$ cat config.mk
export PLATFORM = sky130hd
export DESIGN_NAME = eeprom_byte_ctrl
export DESIGN_NICKNAME = d
export VERILOG_FILES = /design/src/rtl/eepc_pkg.sv /design/src/rtl/eepc_phase_timer.sv /design/src/rtl/eepc_poll_tracker.sv /design/src/rtl/eepc_strobe_drv.sv /design/src/rtl/eepc_seq.sv /design/src/rtl/eeprom_byte_ctrl.sv
export SDC_FILE = /design/constraint.sdc
export NUM_CORES = 1
export LEC_CHECK = 0
export BUFFER_PORTS_ARGS = -buffer_cell sky130_fd_sc_hd__buf_2
export CORE_MARGIN = 2
export CORE_UTILIZATION = 51
export CTS_CLUSTER_SIZE = 16
export DETAILED_ROUTE_END_ITERATION = 10
export HOLD_SLACK_MARGIN = 0.12
export PLACE_DENSITY_LB_ADDON = 0.1
export SLEW_MARGIN = 20
export SYNTH_ARGS = -nofsm -noshare
export SYNTH_HDL_FRONTEND = slang
export SYNTH_SLANG_ARGS = --single-unit
$ cat constraint.sdc
create_clock -name clk -period 2 [get_ports clk]
set_input_delay 0.3 -clock clk [delete_from_list [all_inputs] [get_ports clk]]
set_output_delay 0.3 -clock clk [all_outputs]
set_load 0.02 [all_outputs]
$ cat src/rtl/eepc_pkg.sv
package eepc_pkg;

    localparam int EEPC_AW = 9;
    localparam int EEPC_DW = 8;

    typedef enum logic [2:0] {
        ST_IDLE   = 3'd0,
        ST_RD     = 3'd1,
        ST_WSETUP = 3'd2,
        ST_WPULSE = 3'd3,
        ST_WHOLD  = 3'd4,
        ST_PTURN  = 3'd5,
        ST_PREAD  = 3'd6,
        ST_FIN    = 3'd7
    } eepc_state_e;

    typedef struct packed {
        logic ce_n;
        logic oe_n;
        logic we_n;
        logic dq_oe;
    } eepc_pins_t;

    typedef struct packed {
        logic               is_wr;
        logic [EEPC_AW-1:0] addr;
        logic [EEPC_DW-1:0] data;
    } eepc_op_t;

    localparam eepc_pins_t PINS_PARKED = '{ce_n: 1'b1, oe_n: 1'b1, we_n: 1'b1, dq_oe: 1'b0};

    function automatic eepc_pins_t pins_for(eepc_state_e s);
        eepc_pins_t p;
        p = PINS_PARKED;
        case (s)
            ST_RD, ST_PREAD: begin
                p.ce_n = 1'b0;
                p.oe_n = 1'b0;
            end
            ST_WSETUP, ST_WHOLD: begin
                p.ce_n  = 1'b0;
                p.dq_oe = 1'b1;
            end
            ST_WPULSE: begin
                p.ce_n  = 1'b0;
                p.we_n  = 1'b0;
                p.dq_oe = 1'b1;
            end
            default: p = PINS_PARKED;
        endcase
        return p;
    endfunction

    function automatic logic poll_settled(logic [EEPC_DW-1:0] seen, logic [EEPC_DW-1:0] written);
        return seen[EEPC_DW-1] == written[EEPC_DW-1];
    endfunction

endpackage

$ cat src/rtl/eepc_phase_timer.sv
module eepc_phase_timer #(
    parameter int W = 8
) (
    input  logic         clk,
    input  logic         rst,
    input  logic         load,
    input  logic [W-1:0] load_val,
    output logic         zero
);
    logic [W-1:0] cnt_q;

    always_ff @(posedge clk) begin
        if (rst) begin
            cnt_q <= '0;
        end else if (load) begin
            cnt_q <= load_val;
        end else if (cnt_q != '0) begin
            cnt_q <= cnt_q - W'(1);
        end
    end

    assign zero = (cnt_q == '0);
endmodule

$ cat src/rtl/eepc_poll_tracker.sv
module eepc_poll_tracker #(
    parameter int MAX_POLLS = 2000
) (
    input  logic clk,
    input  logic rst,
    input  logic clr,
    input  logic inc,
    output logic last
);
    localparam int PW = $clog2(MAX_POLLS + 1);
    localparam logic [PW-1:0] LIMIT_M1 = PW'(MAX_POLLS - 1);

    logic [PW-1:0] misses_q;

    always_ff @(posedge clk) begin
        if (rst || clr) begin
            misses_q <= '0;
        end else if (inc && misses_q != LIMIT_M1) begin
            misses_q <= misses_q + PW'(1);
        end
    end

    assign last = (misses_q == LIMIT_M1);
endmodule

$ cat src/rtl/eepc_strobe_drv.sv
module eepc_strobe_drv
    import eepc_pkg::*;
(
    input  logic        clk,
    input  logic        rst,
    input  eepc_state_e state_d,
    output logic        mem_ce_n,
    output logic        mem_oe_n,
    output logic        mem_we_n,
    output logic        mem_dq_oe
);
    eepc_pins_t pins_q;

    always_ff @(posedge clk) begin
        if (rst) begin
            pins_q <= PINS_PARKED;
        end else begin
            pins_q <= pins_for(state_d);
        end
    end

    assign mem_ce_n  = pins_q.ce_n;
    assign mem_oe_n  = pins_q.oe_n;
    assign mem_we_n  = pins_q.we_n;
    assign mem_dq_oe = pins_q.dq_oe;
endmodule

$ cat src/rtl/eepc_seq.sv
module eepc_seq
    import eepc_pkg::*;
#(
    parameter int SETUP_CYC  = 2,
    parameter int WE_LOW_CYC = 3,
    parameter int HOLD_CYC   = 1,
    parameter int TURN_CYC   = 1,
    parameter int RD_CYC     = 3,
    parameter int TW         = 8
) (
    input  logic               clk,
    input  logic               rst,
    input  logic               req,
    input  logic               we,
    input  logic [EEPC_AW-1:0] addr,
    input  logic [EEPC_DW-1:0] wdata,
    input  logic [EEPC_DW-1:0] mem_dq_in,
    input  logic               tmr_zero,
    input  logic               poll_last,
    output logic               tmr_load,
    output logic [TW-1:0]      tmr_val,
    output logic               poll_clr,
    output logic               poll_inc,
    output eepc_state_e        state_d,
    output logic               busy,
    output logic               done,
    output logic [EEPC_DW-1:0] rdata,
    output logic               err,
    output logic [EEPC_AW-1:0] mem_a,
    output logic [EEPC_DW-1:0] mem_dq_out
);
    eepc_state_e        state_q;
    eepc_op_t           op_q;
    logic [EEPC_DW-1:0] rdata_q;
    logic               err_q;
    logic               accept;
    logic               capture;
    logic               set_err;

    always_comb begin
        state_d  = state_q;
        accept   = 1'b0;
        capture  = 1'b0;
        set_err  = 1'b0;
        poll_clr = 1'b0;
        poll_inc = 1'b0;
        case (state_q)
            ST_IDLE: begin
                if (req) begin
                    accept   = 1'b1;
                    poll_clr = 1'b1;
                    state_d  = we ? ST_WSETUP : ST_RD;
                end
            end
            ST_RD: begin
                if (tmr_zero) begin
                    capture = 1'b1;
                    state_d = ST_FIN;
                end
            end
            ST_WSETUP: if (tmr_zero) state_d = ST_WPULSE;
            ST_WPULSE: if (tmr_zero) state_d = ST_WHOLD;
            ST_WHOLD:  if (tmr_zero) state_d = ST_PTURN;
            ST_PTURN:  if (tmr_zero) state_d = ST_PREAD;
            ST_PREAD: begin
                if (tmr_zero) begin
                    if (poll_settled(mem_dq_in, op_q.data)) begin
                        state_d = ST_FIN;
                    end else if (poll_last) begin
                        set_err = 1'b1;
                        state_d = ST_FIN;
                    end else begin
                        poll_inc = 1'b1;
                        state_d  = ST_PTURN;
                    end
                end
            end
            default: state_d = ST_IDLE;
        endcase
    end

    always_comb begin
        tmr_load = (state_d != state_q);
        case (state_d)
            ST_RD, ST_PREAD: tmr_val = TW'(RD_CYC - 1);
            ST_WSETUP:       tmr_val = TW'(SETUP_CYC - 1);
            ST_WPULSE:       tmr_val = TW'(WE_LOW_CYC - 1);
            ST_WHOLD:        tmr_val = TW'(HOLD_CYC - 1);
            ST_PTURN:        tmr_val = TW'(TURN_CYC - 1);
            default:         tmr_val = '0;
        endcase
    end

    always_ff @(posedge clk) begin
        if (rst) begin
            state_q <= ST_IDLE;
            op_q    <= '0;
            rdata_q <= '0;
            err_q   <= 1'b0;
        end else begin
            state_q <= state_d;
            if (accept) begin
                op_q.is_wr <= we;
                op_q.addr  <= addr;
                op_q.data  <= wdata;
                err_q      <= 1'b0;
            end
            if (set_err) begin
                err_q <= 1'b1;
            end
            if (capture) begin
                rdata_q <= mem_dq_in;
            end
        end
    end

    assign busy       = (state_q != ST_IDLE);
    assign done       = (state_q == ST_FIN);
    assign rdata      = rdata_q;
    assign err        = err_q;
    assign mem_a      = op_q.addr;
    assign mem_dq_out = op_q.data;
endmodule

$ cat src/rtl/eeprom_byte_ctrl.sv
module eeprom_byte_ctrl
    import eepc_pkg::*;
#(
    parameter int SETUP_CYC  = 2,
    parameter int WE_LOW_CYC = 3,
    parameter int HOLD_CYC   = 1,
    parameter int TURN_CYC   = 1,
    parameter int RD_CYC     = 3,
    parameter int MAX_POLLS  = 2000
) (
    input  logic               clk,
    input  logic               rst,
    input  logic               req,
    input  logic               we,
    input  logic [EEPC_AW-1:0] addr,
    input  logic [EEPC_DW-1:0] wdata,
    output logic               busy,
    output logic               done,
    output logic [EEPC_DW-1:0] rdata,
    output logic               err,
    output logic [EEPC_AW-1:0] mem_a,
    output logic [EEPC_DW-1:0] mem_dq_out,
    output logic               mem_dq_oe,
    input  logic [EEPC_DW-1:0] mem_dq_in,
    output logic               mem_ce_n,
    output logic               mem_oe_n,
    output logic               mem_we_n
);
    localparam int LEN_A   = (SETUP_CYC > WE_LOW_CYC) ? SETUP_CYC : WE_LOW_CYC;
    localparam int LEN_B   = (HOLD_CYC > TURN_CYC) ? HOLD_CYC : TURN_CYC;
    localparam int LEN_AB  = (LEN_A > LEN_B) ? LEN_A : LEN_B;
    localparam int LEN_MAX = (LEN_AB > RD_CYC) ? LEN_AB : RD_CYC;
    localparam int TW      = $clog2(LEN_MAX + 1);

    logic          tmr_load;
    logic [TW-1:0] tmr_val;
    logic          tmr_zero;
    logic          poll_clr;
    logic          poll_inc;
    logic          poll_last;
    eepc_state_e   state_d;

    eepc_seq #(
        .SETUP_CYC (SETUP_CYC),
        .WE_LOW_CYC(WE_LOW_CYC),
        .HOLD_CYC  (HOLD_CYC),
        .TURN_CYC  (TURN_CYC),
        .RD_CYC    (RD_CYC),
        .TW        (TW)
    ) u_seq (
        .clk       (clk),
        .rst       (rst),
        .req       (req),
        .we        (we),
        .addr      (addr),
        .wdata     (wdata),
        .mem_dq_in (mem_dq_in),
        .tmr_zero  (tmr_zero),
        .poll_last (poll_last),
        .tmr_load  (tmr_load),
        .tmr_val   (tmr_val),
        .poll_clr  (poll_clr),
        .poll_inc  (poll_inc),
        .state_d   (state_d),
        .busy      (busy),
        .done      (done),
        .rdata     (rdata),
        .err       (err),
        .mem_a     (mem_a),
        .mem_dq_out(mem_dq_out)
    );

    eepc_phase_timer #(.W(TW)) u_timer (
        .clk     (clk),
        .rst     (rst),
        .load    (tmr_load),
        .load_val(tmr_val),
        .zero    (tmr_zero)
    );

    eepc_poll_tracker #(.MAX_POLLS(MAX_POLLS)) u_polls (
        .clk (clk),
        .rst (rst),
        .clr (poll_clr),
        .inc (poll_inc),
        .last(poll_last)
    );

    eepc_strobe_drv u_pins (
        .clk      (clk),
        .rst      (rst),
        .state_d  (state_d),
        .mem_ce_n (mem_ce_n),
        .mem_oe_n (mem_oe_n),
        .mem_we_n (mem_we_n),
        .mem_dq_oe(mem_dq_oe)
    );
endmodule

### After elaboration in Yosys (flattened, before gate mapping)

Cells that the tools add are included.

| storage, ports and cells | value |
|---|---|
| flip-flop bits (word level) | 46 |
| bits of input ports | 29 |
| output and inout port bits | 32 |
| logic and storage cells | 73 |

| operators by class | value |
|---|---|
| add/subtract/negate cells | 2 |
| equal/unequal tests | 16 |
| multiplexer cells | 32 |
| reductions and logical operators | 12 |

Operator list:

| cell | count |
|---|---|
| 2-to-1 mux 3 bit | 8 |
| case mux 3 bit (7 select lines) | 1 |
| equality test 3 bit, second input constant | 6 |
| 2-to-1 mux 1 bit | 18 |
| equality test 3 x 2 -> 1 bit, second input constant | 4 |
| adder 11 x 1 -> 11 bit, second input constant | 1 |
| equality test 11 bit, second input constant | 1 |
| != test 11 bit, second input constant | 1 |
| 2-to-1 mux 2 bit | 4 |
| equality test 3 x 1 -> 1 bit, second input constant | 2 |
| nonzero test 2 bit | 3 |
| OR reduction 3 bit | 2 |
| OR reduction 5 bit | 1 |
| case mux 2 bit (2 select lines) | 1 |
| zero test 3 bit | 1 |
| != test 3 bit | 1 |
| nonzero test 3 bit | 1 |
| zero test 2 bit | 1 |
| OR reduction 2 bit | 1 |
| subtractor 2 x 1 -> 2 bit, second input constant | 1 |
| equality test 1 bit | 1 |
| logical AND 1 bit | 1 |
| logical OR 1 bit | 1 |

### Depth between registers and ports, before layout

| depth | value |
|---|---|
| depth in word-level cells | 9 |
| mapped depth | 8 |
| depth with buffers taken out | 7 |

### Modules after synthesis

From an unflattened synthesis, not the netlist that was laid out.

| unflattened totals | value |
|---|---|
| cell total of the unflattened synthesis | 239 |
| area total of the unflattened synthesis | 2077.0 um^2 |

Modules (own cells, without submodules):

| module | times used | cells each | area each (um^2) | sequential area each (um^2) |
|---|---|---|---|---|
| eepc_seq | 1 | 142 | 1198.6 | 580.6 |
| eepc_poll_tracker | 1 | 71 | 610.6 | 220.2 |
| eepc_strobe_drv | 1 | 14 | 146.4 | 80.1 |
| eepc_phase_timer | 1 | 12 | 121.4 | 40.0 |

### Least setup slack after synthesis

No wires, ideal clock.

| path | value |
|---|---|
| kind | reg-to-reg |
| start point | reg u_timer.cnt_q[0] |
| end point | reg u_timer.cnt_q[1] |
| setup time | 130 ps |
| arrival | 1610 ps |
| required time | 1870 ps |
| setup slack | 261 ps |
| stages on the path, launching flop included | 8 |
| path buffers | 0 |
| period minus slack after synthesis | 1739 ps |
| cells stage by stage | dfxtp_1 -> inv_1 -> ha_1 -> maj3_1 -> o221a_2 -> nor2b_1 -> nor4_2 -> nor4b_2 |

| between the ends | value |
|---|---|
| cells in the longest elaborated chain, start to end | 7 |
| elaborated cells on any way between the ends | 20 |
| those cells by class | add/sub (1); eq/ne (5); mux (10); reduce/logical (4) |

RTL lines:

| element | line | text |
|---|---|---|
| start: declaration | eepc_phase_timer.sv:10 | `logic [W-1:0] cnt_q;` |
| start signal: assignment | eepc_phase_timer.sv:16 | `cnt_q <= load_val;` |
| start signal: assignment | eepc_phase_timer.sv:18 | `cnt_q <= cnt_q - W'(1);` |
| zero test 2 bit | eepc_phase_timer.sv:22 | `assign zero = (cnt_q == '0);` |
| 2-to-1 mux 3 bit, or another cell as far along | eepc_seq.sv:66 | `if (tmr_zero) begin` |
| case mux 3 bit (7 select lines) | eepc_seq.sv:47 | `case (state_q)` |
| equality test 3 x 1 -> 1 bit, or another cell as far along | eepc_seq.sv:84 | `case (state_d)` |
| OR reduction 3 bit (no source line) | n/a |  |
| case mux 2 bit (2 select lines) | eepc_seq.sv:84 |  |
| 2-to-1 mux 2 bit | eepc_phase_timer.sv:15 | `end else if (load) begin` |

Parallel ways exist; a longest one is shown, timed or not. The select of a mux whose other input is x is not followed.
A chain may end at the register's enable or synchronous reset.

### Final worst setup path

| path | value |
|---|---|
| start point | reg u_polls.misses_q[0] |
| end point | reg u_pins.pins_q (netlist bit u_pins.mem_oe_n) |

| between the ends | value |
|---|---|
| cells in the longest elaborated chain, start to end | 8 |
| elaborated cells on any way between the ends | 9 |
| those cells by class | eq/ne (3); mux (5); reduce/logical (1) |

RTL lines:

| element | line | text |
|---|---|---|
| start: declaration | eepc_poll_tracker.sv:13 | `logic [PW-1:0] misses_q;` |
| start signal: assignment | eepc_poll_tracker.sv:19 | `misses_q <= misses_q + PW'(1);` |
| equality test 11 bit (*) | eepc_poll_tracker.sv:23 | `assign last = (misses_q == LIMIT_M1);` |
| 2-to-1 mux 2 bit (*) | eepc_seq.sv:69 | `end else if (poll_last) begin` |
| 2-to-1 mux 3 bit (*) | eepc_seq.sv:67 | `if (poll_settled(mem_dq_in, op_q.data)) begin` |
| 2-to-1 mux 3 bit (*) | eepc_seq.sv:66 |  |
| case mux 3 bit (7 select lines) (*) | eepc_seq.sv:47 |  |
| equality test 3 x 1 -> 1 bit / equality test 3 bit (equally long branches) | eepc_pkg.sv:35 | `case (s)` |
| OR reduction 2 bit (*) | n/a |  |
| 2-to-1 mux 1 bit (*) | eepc_pkg.sv:35 |  |
| end signal: assignment | eepc_strobe_drv.sv:18 | `pins_q <= pins_for(state_d);` |
| end: declaration | eepc_strobe_drv.sv:12 | `eepc_pins_t pins_q;` |

Every way passes the cells marked *; elsewhere a longest branch is shown, timed or not.

==> flow_metrics.tcl <==
set metrics [dict create \
    hold_viol 0 \
    startpoint_type "flip-flop" \
    synth_area_sq_um 2073 \
    timing.final.crit_period_ps 1879 \
    synth_warnings 0 \
    detail-route-antenna-nets 0 \
    postRouteWirelength_um 4354 \
    insertion_delay_ps 290 \
    setup_viol 0 \
    final_nets 332 \
    syn_to_final_growth_pct 24.20 \
    ys_dominant_reg_cell "dfxtp_1" \
    synthTopCellsByCount "46 x dfxtp_1, 43 x nand2_1, 24 x nor2_1, 20 x a21oi_1, 11 x mux2i_1" \
    p_total_w 0.003267 \
    wl_per_cell_um 12.37 \
    reg2regPathDepth 7 \
    ys_seq_area_share_pct 44.42 \
    critPathMaxStageDelay_ps 410 \
    vdd_drop_max_uv 680.4 \
    antenna_cells 0 \
    skew_ps 5.403 \
    maxCapViolations 0 \
    via_per_inst 5.043 \
    cts_buffers 5 \
    gp_congestion 0.8274 \
    hpwlAfterDp_um 3167 \
    cts_root_buf "clkbuf_8" \
    rsz0062_at_grt "false" \
    syn-instance-count 236 \
    p_leak_nw 1.090 \
    cts_resized 0 \
    max_slew_margin_pct 69.80 \
    min_from "wdata[2]" \
    antenna_found_initial 0 \
    yosysTopAreaCell "dfxtp_1" \
    syn-num-nets 267 \
    outcome "complete, no violations" \
    gr-usage-all-layers_pct 20.66 \
    vias 1775 \
    regToRegEndpoint "u_pins.mem_oe_n" \
    yosys-top-cells-area "dfxtp_1 44%, nand2_1 7.8%, mux2i_1 5.3%, a21oi_1 4.8%, nor2_1 4.3%" \
    synth_edf_count 0 \
    start_util_pct 52.59 \
    cp_max_fo 5 \
    fin_util_pct 65.31 \
    power_density_nw_per_um2 1269 \
    grt_max_degree 24 \
    synth_seq_cells 46 \
    arrival_ps 2070 \
    synth.distinct_cells 48 \
    min_to "u_seq.mem_dq_out[2]" \
    required_ps 2190 \
    grt_pass1_vias 1630 \
    clk_pin_slew_ps 80 \
    drt-pass1-iter-count 4 \
    synth_most_common_cell "dfxtp_1" \
    post-place-ws_ps 54.23 \
    die_y_um 67.76 \
    slew_viol_final 0 \
    hold_depth 3 \
    rows 23 \
    crit_top_cell "nor4_4" \
    drive_above_1_share_pct 31.13 \
    netlist.area_leader.share_pct 44.42 \
    r2r_slack_ps 120 \
    drc 0 \
    max_freq_mhz 532.2 \
    cts_hold_buf 0 \
    grt_pass1_wl_um 7120 \
    final.period_utilization_pct 93.94 \
    grt-ovfl-total 0 \
    dieArea_sq_um 4591 \
    cts_tree "done" \
    path_cells "ha_1 -> nand4_1 -> nor4_4 -> nor4_4 -> buf_4 -> mux2i_1 -> or2_1" \
    h-tree-depth 2 \
    hold_path_class "primary input to flip-flop" \
    coreArea_sq_um 3943 \
    ios 61 \
    port_buffers 60 \
    die_w_um 67.76 \
    async_flop_share_pct 0 \
    avgSynthCellArea_sq_um 8.785 \
    worst_r2r_startpoint "u_polls.misses_q[0]" \
    drtIter0Drc 125 \
    setup_slack_ps 121.1 \
    crit_type "flip-flop to flip-flop" \
    tns_ps 0 \
    cts.path.max_buffers 2 \
    end_kind "flip-flop" \
    slowest_stage "nor4_4" \
    cts_sinks 46 \
    worst_pin_slew_ps 453.0 \
    post-cts-setup-buffers 0 \
]
==> state kept, by name, indices dropped and copies added (netlist names) <==
signal and flops:
u_seq.err 1, u_seq.mem_a 9, u_polls.misses_q 11, u_seq.state_q 3
u_pins.mem_we_n 1, u_seq.rdata 8, u_seq.mem_dq_out 8, u_timer.cnt_q 2
u_pins.mem_dq_oe 1, u_pins.mem_ce_n 1, u_pins.mem_oe_n 1
==> per-stage QoR <==
step	hold WS, ps	std cells	instance area [sq um]
6_report	233.6	352	2575
5_1_grt	237.9	352	2575
4_1_cts	225.1	352	2565
3_5_place_dp	444.4	344	2455
3_3_place_gp	438.2	344	2455
2_1_floorplan	436.0	236	2073
==> how the worst max path moves through the flow <==
stage | from | to | slack [ps] | depth (start not counted)
floorplan | u_timer.cnt_q[0] | u_timer.cnt_q[1] | 260 | 7
global placement | u_seq.state_q[1] | u_pins.mem_oe_n | 140 | 6
detailed placement | u_seq.state_q[1] | u_pins.mem_oe_n | 50 | 6
CTS | u_seq.state_q[1] | u_pins.mem_oe_n | 50 | 6
global route | u_polls.misses_q[0] | u_timer.cnt_q[0] | 20 | 7
finish | u_polls.misses_q[0] | u_pins.mem_oe_n | 120 | 7
==> power by group <==
part           total [W]  switching (W)  internal, W
sequential       0.00120       0.000124      0.00108
combinational    0.00139       0.000809     0.000581
clock           0.000676       0.000303     0.000373
==> area by class of cell <==
| cell class | instances | area [sq um] |
|---|---|---|
| sequential | 46 | 922.1 |
| clock buffer | 6 | 72.57 |
| tap | 50 | 62.56 |
| multi-input combinational | 171 | 1079 |
| clock inverter | 2 | 37.54 |
| fill | 347 | 1368 |
| inverter | 7 | 26.28 |
| timing repair buffer | 70 | 375.4 |
==> critical path, delay by kind of cell, from the launching register on <==
family        cells  cell delay [ps]
buf+inv           1              170
fa+ha+maj         1              200
flops             1              380
simple gates      4              920
mux               1              110
==> per-layer routing <==
| layer | track usage, % | vias to the layer above | wire, um |
|---|---|---|---|
| met5 | 0 | - | 0 |
| met4 | 8.418 | 0 | 85 |
| met3 | 6.667 | 8 | 280 |
| met2 | 32.97 | 47 | 2024 |
| met1 | 25.62 | 786 | 1963 |
| li1 | - | 934 | - |
==> layout by cell type, fill, tap and decap left out, types with 3 or more instances in the layout <==
master	synthesis	layout
nand2_1	43	43
o21ai_0	6	6
dfxtp_1	46	45
a21oi_1	20	20
nor2_1	24	24
nand4_1	3	3
mux2i_1	11	11
inv_1	7	7
nor4_1	7	7
nand3b_1	3	3
xnor2_1	9	9
clkbuf_8	0	5
buf_4	0	10
buf_2	6	60
nor3_1	3	3
==> cells by family (layout without fill, tap and decap cells) <==
| logic type | count (synthesis) | count (layout) | share of synthesized area [%] |
|---|---|---|---|
| XOR/XNOR | 12 | 12 | 5.432 |
| AO/OA/AOI/OAI | 36 | 36 | 10.44 |
| adder cells (fa/ha/maj) | 3 | 3 | 1.690 |
| AND/OR/NAND/NOR | 109 | 109 | 28.73 |
| multiplexers | 11 | 11 | 5.311 |
| buffers and inverters | 19 | 85 | 3.984 |
| flip-flops | 46 | 46 | 44.42 |
No activity file was read; power rests on OpenSTA's default activity.
